File: src/rtl/addr_field_alu_pkg.sv
package addr_field_alu_pkg;
  localparam int FIELD_W  = 12;
  localparam int N_FIELDS = 3;
  localparam int OPC_W    = 6;
  localparam int HDR_W    = OPC_W + 1;
  localparam int WORD_W   = HDR_W + N_FIELDS * FIELD_W;
  localparam int SIGN_BIT = WORD_W - 1;

  localparam logic [OPC_W-1:0] OPC_FADD = 6'b000010;
  localparam logic [OPC_W-1:0] OPC_FSUB = 6'b001101;
  localparam logic [OPC_W-1:0] OPC_AND  = 6'b001001;
  localparam logic [OPC_W-1:0] OPC_OR   = 6'b001011;
  localparam logic [OPC_W-1:0] OPC_XOR  = 6'b001110;
  localparam logic [OPC_W-1:0] OPC_OADD = 6'b001111;
  localparam logic [OPC_W-1:0] OPC_SGN  = 6'b001000;

  typedef enum logic [1:0] {
    FLAG_KEEP,
    FLAG_ZERO,
    FLAG_NONZERO,
    FLAG_SIGN
  } flag_rule_e;

  function automatic logic [FIELD_W-1:0] lane_add(input logic [FIELD_W-1:0] x,
                                                  input logic [FIELD_W-1:0] y,
                                                  input logic sub);
    lane_add = sub ? (x - y) : (x + y);
  endfunction

  function automatic logic [WORD_W-1:0] ones_add(input logic [WORD_W-1:0] x,
                                                 input logic [WORD_W-1:0] y);
    logic [WORD_W:0] raw;
    raw = {1'b0, x} + {1'b0, y};
    ones_add = raw[WORD_W-1:0] + {{(WORD_W-1){1'b0}}, raw[WORD_W]};
  endfunction
endpackage

File: src/rtl/field_lane_alu.sv
module field_lane_alu
  import addr_field_alu_pkg::*;
#(
  parameter int FW = FIELD_W,
  parameter int NF = N_FIELDS,
  localparam int TOT_W = FW * NF
) (
  input  logic             sub,
  input  logic [TOT_W-1:0] fa,
  input  logic [TOT_W-1:0] fb,
  output logic [TOT_W-1:0] fy
);
  for (genvar g = 0; g < NF; g++) begin : g_lane
    assign fy[g*FW +: FW] = lane_add(fa[g*FW +: FW], fb[g*FW +: FW], sub);
  end
endmodule

File: src/rtl/word_logic_alu.sv
module word_logic_alu
  import addr_field_alu_pkg::*;
#(
  parameter int W = WORD_W
) (
  input  logic [OPC_W-1:0] op,
  input  logic [W-1:0]     a,
  input  logic [W-1:0]     b,
  output logic [W-1:0]     y,
  output flag_rule_e       rule,
  output logic             hit
);
  always_comb begin
    y    = a;
    rule = FLAG_KEEP;
    hit  = 1'b1;
    case (op)
      OPC_AND:  begin y = a & b; rule = FLAG_ZERO;    end
      OPC_OR:   begin y = a | b; rule = FLAG_ZERO;    end
      OPC_XOR:  begin y = a ^ b; rule = FLAG_NONZERO; end
      OPC_OADD: begin y = ones_add(a, b); rule = FLAG_SIGN; end
      OPC_SGN:  begin y = {b[W-1], a[W-2:0]}; end
      default:  hit = 1'b0;
    endcase
  end
endmodule

File: src/rtl/addr_field_alu.sv
module addr_field_alu
  import addr_field_alu_pkg::*;
#(
  parameter int FW = FIELD_W,
  parameter int NF = N_FIELDS,
  localparam int HW = HDR_W,
  localparam int W  = HW + FW * NF
) (
  input  logic             clk,
  input  logic             rst_n,
  input  logic             start,
  input  logic [OPC_W-1:0] opcode,
  input  logic [W-1:0]     opa,
  input  logic [W-1:0]     opb,
  output logic [W-1:0]     result,
  output logic             test_flag,
  output logic             done,
  output logic             illegal
);
  localparam int FT = FW * NF;

  // named internal events for checking
  logic             is_field_op;
  logic             is_sub;
  logic [FT-1:0]    field_y;
  logic [W-1:0]     logic_y;
  flag_rule_e       logic_rule;
  logic             logic_hit;
  logic             supported;
  logic [W-1:0]     next_y;
  logic             flag_load;
  logic             flag_val;

  assign is_sub      = (opcode == OPC_FSUB);
  assign is_field_op = (opcode == OPC_FADD) || is_sub;

  field_lane_alu #(.FW(FW), .NF(NF)) u_fields (
    .sub (is_sub),
    .fa  (opa[FT-1:0]),
    .fb  (opb[FT-1:0]),
    .fy  (field_y)
  );

  word_logic_alu #(.W(W)) u_logic (
    .op   (opcode),
    .a    (opa),
    .b    (opb),
    .y    (logic_y),
    .rule (logic_rule),
    .hit  (logic_hit)
  );

  assign supported = is_field_op || logic_hit;
  assign next_y    = is_field_op ? {opa[W-1:FT], field_y} : logic_y;

  always_comb begin
    flag_load = 1'b1;
    flag_val  = 1'b0;
    case (logic_rule)
      FLAG_ZERO:    flag_val = (logic_y == '0);
      FLAG_NONZERO: flag_val = (logic_y != '0);
      FLAG_SIGN:    flag_val = logic_y[W-1];
      default:      flag_load = 1'b0;
    endcase
    if (is_field_op || !logic_hit) flag_load = 1'b0;
  end

  always_ff @(posedge clk) begin
    if (!rst_n) begin
      result    <= '0;
      test_flag <= 1'b0;
      done      <= 1'b0;
      illegal   <= 1'b0;
    end else begin
      done    <= start;
      illegal <= start && !supported;
      if (start && supported) result <= next_y;
      if (start && flag_load) test_flag <= flag_val;
    end
  end

  // done follows start by one cycle
  a_r9_done_after_start: assert property (@(posedge clk) disable iff (!rst_n)
    start |=> done);
  // no start, no done
  a_r9_no_spurious_done: assert property (@(posedge clk) disable iff (!rst_n)
    !start |=> !done);
  // illegal only together with done
  a_r8_illegal_with_done: assert property (@(posedge clk) disable iff (!rst_n)
    illegal |-> done);
  // refused opcode leaves state
  a_r8_refused_holds: assert property (@(posedge clk) disable iff (!rst_n)
    (start && !supported) |=> ($stable(result) && $stable(test_flag)));
  // header copied from opa on field ops
  a_r3_header_kept: assert property (@(posedge clk) disable iff (!rst_n)
    (start && is_field_op) |=> (result[W-1:FT] == $past(opa[W-1:FT])));
  // field ops leave the flag
  a_r3_flag_kept: assert property (@(posedge clk) disable iff (!rst_n)
    (start && is_field_op) |=> $stable(test_flag));
  // zero rule after AND
  a_r5_and_zero_flag: assert property (@(posedge clk) disable iff (!rst_n)
    (start && opcode == OPC_AND) |=> (test_flag == (result == '0)));
  // flag tracks sign after one's-complement add
  a_r6_sign_flag: assert property (@(posedge clk) disable iff (!rst_n)
    (start && opcode == OPC_OADD) |=> (test_flag == result[W-1]));
  // outputs hold without start
  a_r9_hold: assert property (@(posedge clk) disable iff (!rst_n)
    !start |=> ($stable(result) && $stable(test_flag)));
endmodule

File: config.mk
export PLATFORM = sky130hd
export DESIGN_NAME = addr_field_alu
export DESIGN_NICKNAME = d
export VERILOG_FILES = /design/src/rtl/addr_field_alu_pkg.sv /design/src/rtl/field_lane_alu.sv /design/src/rtl/word_logic_alu.sv /design/src/rtl/addr_field_alu.sv
export SDC_FILE = /design/constraint.sdc
export NUM_CORES = 1
export LEC_CHECK = 0
export CAP_MARGIN = 20
export CORE_UTILIZATION = 25
export CTS_CLUSTER_DIAMETER = 80
export DETAILED_ROUTE_END_ITERATION = 16
export GPL_ROUTABILITY_DRIVEN = 0
export SLEW_MARGIN = 5
export SYNTH_ARGS = -nofsm -noshare
export SYNTH_HDL_FRONTEND = slang
export SYNTH_SLANG_ARGS = --single-unit
File: constraint.sdc
create_clock -name clk -period 8.2 [get_ports clk]
set_input_delay 2.46 -clock clk [delete_from_list [all_inputs] [get_ports clk]]
set_output_delay 2.46 -clock clk [all_outputs]
set_load 0.02 [all_outputs]
# == After elaboration in Yosys (flattened, before gate mapping) ==
# Index checks and enable logic that the tools add are counted.
# word_totals
register_bits,46
word_cells,48
output_inout_bits,46
input_bits,95
# op_classes
n_eq_ne,10
muxes,10
n_reduce_logical,13
addsub,8
bitwise_logic,3
# ops
op,n
case mux 43 bit (5 select lines),1
adder 43 x 43 -> 44 bit,1
adder 43 x 1 -> 43 bit,1
bitwise AND 43 bit,1
logical NOT 43 bit,1
2-to-1 mux 43 bit,1
bitwise OR 43 bit,1
nonzero test 43 bit,1
XOR 43 bit,1
adder 12 bit,3
"equality test 6 x 4 -> 1 bit, second input constant",6
2-to-1 mux 12 bit,3
subtractor 12 bit,3
"equality test 6 x 2 -> 1 bit, second input constant",1
case mux 2 bit (3 select lines),1
OR reduction 5 bit,1
"equality test 2 bit, second input constant",2
logical AND 1 bit,3
logical OR 1 bit,3
2-to-1 mux 1 bit,3
case mux 1 bit (3 select lines),1
OR reduction 3 bit,1
"equality test 2 x 1 -> 1 bit, second input constant",1
logical NOT 1 bit,2
OR reduction 2 bit,1

# == Logic depth before layout (Yosys ltp) ==
# logic_depth
ltp_word,8
depth_mapped,28
ltp_nobuf,27

# == Modules after synthesis ==
# Synthesis repeated with hierarchy kept, for this count alone.
# unflattened
hier_cells,1585
area_unflattened_um2,11378.4
# by_module_without_submodules
mod,instances,seq_area_each_um2,area_per_inst_um2,cells_per_inst
word_logic_alu,1,0.0,6974.2,1056
addr_field_alu,1,920.9,2237.1,225
field_lane_alu,1,0.0,2167.1,304

# == Least setup slack after synthesis ==
# No wires, ideal clock.
# synth_path
kind,input to register
start,input port opb[3]
end,register test_flag
t_arrival_ns,8.335
required_time_ns,8.086
stages,27
n_path_buf,1
setup_ns,0.114
path_slack_ns,-0.249
path_cell_list,inv_1 -> ha_1 -> buf_4 -> nand2_2 -> o31a_4 -> a211oi_4 -> o211ai_1 -> nand3b_1 -> a31oi_1 -> o21ai_0 -> a21o_1 -> a21o_1 -> ha_1 -> ha_1 -> nand2b_1 -> or4_1 -> a211oi_2 -> nor4bb_1 -> nand4_1 -> or4b_2 -> nor4_1 -> mux2i_1 -> o2111ai_1 -> a211oi_1 -> nand4_1 -> or4b_1 -> a21o_1
# synth_via
elab_chain_len,5
word_cells_on_any_way,9
cone_classes,add/sub (2); mux (2); bitwise (3); reduce/logical (2)
# synth_lines
item,line_no,rtl
from (decl),addr_field_alu.sv:14,"input logic [W-1:0] opb,"
adder 43 x 43 -> 44 bit,addr_field_alu_pkg.sv:33,"raw = {1'b0, x} + {1'b0, y};"
adder 43 x 1 -> 43 bit,addr_field_alu_pkg.sv:34,"ones_add = raw[WORD_W-1:0] + {{(WORD_W-1){1'b0}}, raw[WORD_W]};"
case mux 43 bit (5 select lines) *,word_logic_alu.sv:17,case (op)
nonzero test 43 bit / logical NOT 43 bit (equally long branches),"addr_field_alu.sv:61, addr_field_alu.sv:60",
case mux 1 bit (3 select lines) *,addr_field_alu.sv:59,case (logic_rule)
to (signal assigned),addr_field_alu.sv:78,if (start && flag_load) test_flag <= flag_val;
to (decl),addr_field_alu.sv:16,"output logic test_flag,"
# Every way passes the cells marked *; elsewhere a longest branch is shown, timed or not.
# A chain may end at the register's enable or synchronous reset.

# == Worst setup path in the final report ==
# layout_path
start,input port opb[22]
end,register test_flag
# Same word-level chain as after synthesis.

==> results.json <==
{
  "synth_area_leaders": "ha_1, dfxtp_1, xnor2_1",
  "slowest_stage": "or4b_1",
  "yosysTopAreaCellShare_pct": 15.2,
  "grt_start_max_net_pins": 49,
  "clock_path_buffers": 2,
  "yosys_warnings": 0,
  "syn_area_sq_mm": 0.0102,
  "p_sw_share_pct": 44.3,
  "dpl_worst_slack_ns": -1.11,
  "p_leak_nw": 6.86,
  "critPathMaxFanout": 7,
  "vdd_drop_max_uv": 68.0,
  "ys_seq_area_share_pct": 9.02,
  "synthToLayoutAreaGrowth_pct": 54.2,
  "holdWs_ns": 0.453,
  "worstMarginPinSlew_ns": 1.05,
  "final_common_cell": "buf_4",
  "syn_nets": 1676,
  "fin_ws_ns": -0.218,
  "drive_above_1_share_pct": 30.1,
  "clkPwrFrac_pct": 14.4,
  "critical_path_class": "in -> reg",
  "synth-async-reset-ratio_pct": 0,
  "die_area_sq_mm": 0.0417,
  "num_antenna_cells": 0,
  "seq_power_share_pct": 16.3,
  "cts_tree": "yes",
  "drtAntennaViolNets": 0,
  "grt-ovfl-total": 0,
  "hold_start": "result[32]$_SDFFE_PN0P_",
  "finClkSkew_ns": 0,
  "cp_num_buf_inv": 7,
  "grt_pass1_wl_um": 71300,
  "layout_common_cells": "buf_4, nor2_1, nand2_1",
  "synth_top_area_cell": "ha_1",
  "r2r_end": "test_flag$_SDFFE_PN0P_",
  "timing.fmax_ghz": 0.119,
  "clock-root-buffer": "clkbuf_16",
  "cts_num_sinks": 46,
  "cts.htree.levels": 2,
  "hold_end": "result[32]$_SDFFE_PN0P_",
  "startpoint_type": "input port",
  "timing.rr.start": "test_flag$_SDFFE_PN0P_",
  "routedWlPerCell_um": 18.8,
  "p_sw_mw": 0.637,
  "dpl_cell_area_sq_mm": 0.0145,
  "intPower_mw": 0.800,
  "cpLargestDelayFamily": "simple AND/OR/NAND/NOR gates",
  "first_pass_iters": 6,
  "antenna_found_initial": 2,
  "rows": 73,
  "ios": 141,
  "synth.avg_cell_area_sq_um": 7.03,
  "vias_per_cell": 5.36,
  "critPathMaxStageDelay_ns": 0.49,
  "hold_depth": 2,
  "dp_hpwl_um": 37600,
  "violations": "negative setup slack",
  "cts.clk_slew.worst_paths_ns": 0.07,
  "hold_viol": 0,
  "clk_latency_ns": 0.29,
  "setup_viol": 1,
  "ctsHoldBuffers": 0,
  "rrSetupSlack_ns": 6.80,
  "crit_path_end_kind": "flip-flop",
  "die_y_um": 204,
  "synth_ff_type": "dfxtp_1",
  "status": "complete, but fails checks",
  "wirelength_um": 45800,
  "fin_area_sq_mm": 0.0157,
  "io_buffers": 140,
  "numCtsBuffers": 5,
  "ys_types": 89,
  "start_util_pct": 25.5,
  "hold_path.class": "reg -> reg",
  "utilization_pct": 39.4,
  "synth_enable_flop_cells": 0,
  "period_share_pct": 103,
  "rsz0062_at_grt": "true",
  "timing.critical_path.required_ns": 8.40,
  "cap_violations": 0,
  "core_sq_mm": 0.0400,
  "die_width_um": 204,
  "drtIter0Drc": 1289,
  "crit_path_frequent_cell": "buf_4",
  "grt_use_total_pct": 21.6,
  "slew_viol_final": 0,
  "period_needed_ns": 8.42,
  "ys_seq_elements": 46,
  "vias": 13063,
  "worstRegToRegCells": 5,
  "crit_arrival_ns": 8.61,
  "slew-limit-headroom_pct": 28.9,
  "grt_pass1_vias": 12751,
  "synth_cells": 1453,
  "p_per_area_mw_per_mm2": 91.3,
  "drc": 0,
  "pwr-share-comb_pct": 69.3,
  "layout.nets": 2132
}
==> metal layers <==
metal	global-route usage (%)	vias up	wire (um)
li1	-	6176	-
met2	35.7	629	20400
met4	8.08	4	1870
met3	2.01	118	3840
met1	29.0	6136	19700
met5	0	-	22
==> per-stage QoR <==
| step | TNS (ns) | std cells | power, mW |
|---|---|---|---|
| floorplan | -0.0335 | 1453 | 0.753 |
| global placement | -2.95 | 2372 | 1.13 |
| detailed placement | -4.15 | 2372 | 1.15 |
| CTS | -0.241 | 2427 | 1.40 |
| global route | -0.374 | 2435 | 1.52 |
| finish | -0.218 | 2435 | 1.44 |
==> power by group through the flow <==
stage	registers [mW]	clock network, mW	logic (mW)
after floorplan	0.248	0	0.505
after global placement	0.240	0	0.893
after detailed placement	0.240	0	0.906
after CTS	0.235	0.214	0.950
after global routing	0.235	0.222	1.07
final	0.235	0.207	0.996
==> tightest hold or removal path: cells and delay by family (launching register included) <==
family / cells / cell delay (ns)
compound gates: 1 / 0.05
simple gates: 1 / 0.05
flops: 1 / 0.31
==> cell families (layout without fill, tap and decap cells) <==
logic type,Yosys count,in the layout,synth area share [%]
compound gates,441,441,30.2
xor+xnor,122,122,10.6
fa+ha+maj,128,128,16.0
buf+inv,203,660,7.88
flops,46,46,9.02
mux,15,15,1.49
simple gates,498,498,24.9
==> how the worst max path moves through the flow <==
stage                     slack (ns)                     end  cells after the start     from
final                          -0.22  test_flag$_SDFFE_PN0P_                     31  opb[22]
after global routing           -0.37  test_flag$_SDFFE_PN0P_                     31   opb[4]
after CTS                      -0.20  test_flag$_SDFFE_PN0P_                     31   opa[2]
after detailed placement       -1.11  test_flag$_SDFFE_PN0P_                     28   opb[1]
after global placement         -0.97  test_flag$_SDFFE_PN0P_                     28   opa[2]
after floorplan                -0.03  test_flag$_SDFFE_PN0P_                     27   opa[2]
==> flip-flops by register name (all words and copies together), names as in the netlist <==
signal and flops:
done 1, test_flag 1, result 43, illegal 1
==> Yosys cell counts (10+ instances only) <==
master,count
a221oi_1,14
xnor2_1,92
o31ai_1,12
xor2_1,28
buf_2,16
nor3_1,35
a22oi_1,16
dfxtp_1,46
nand2_1,134
nand3_1,34
a21o_1,27
mux2i_1,13
and2_1,15
o211ai_1,23
o21ai_0,65
nor2_1,141
nor4_1,14
inv_1,117
a211oi_1,32
o21a_1,10
nand2b_1,10
a21oi_1,118
ha_1,124
o21bai_1,13
clkbuf_1,57
a221o_1,24
nand3b_1,10
nand4_1,32
==> area by class of cell <==
type / instances / area, sq um
clock inverter: 2 / 12.5
fill: 4104 / 24300
tap: 525 / 657
inverter: 118 / 453
clock buffer: 6 / 139
timing repair buffer: 534 / 4370
multi-input combinational: 1204 / 9200
sequential: 46 / 921
==> timing repair <==
item                       CTS  global route
gates resized for setup    214            44
hold endpoints to repair     0             0
buffers inserted            47             8
pin swaps                   48            31
setup endpoints to repair    6             9
Power figures use the tool's default switching activity.
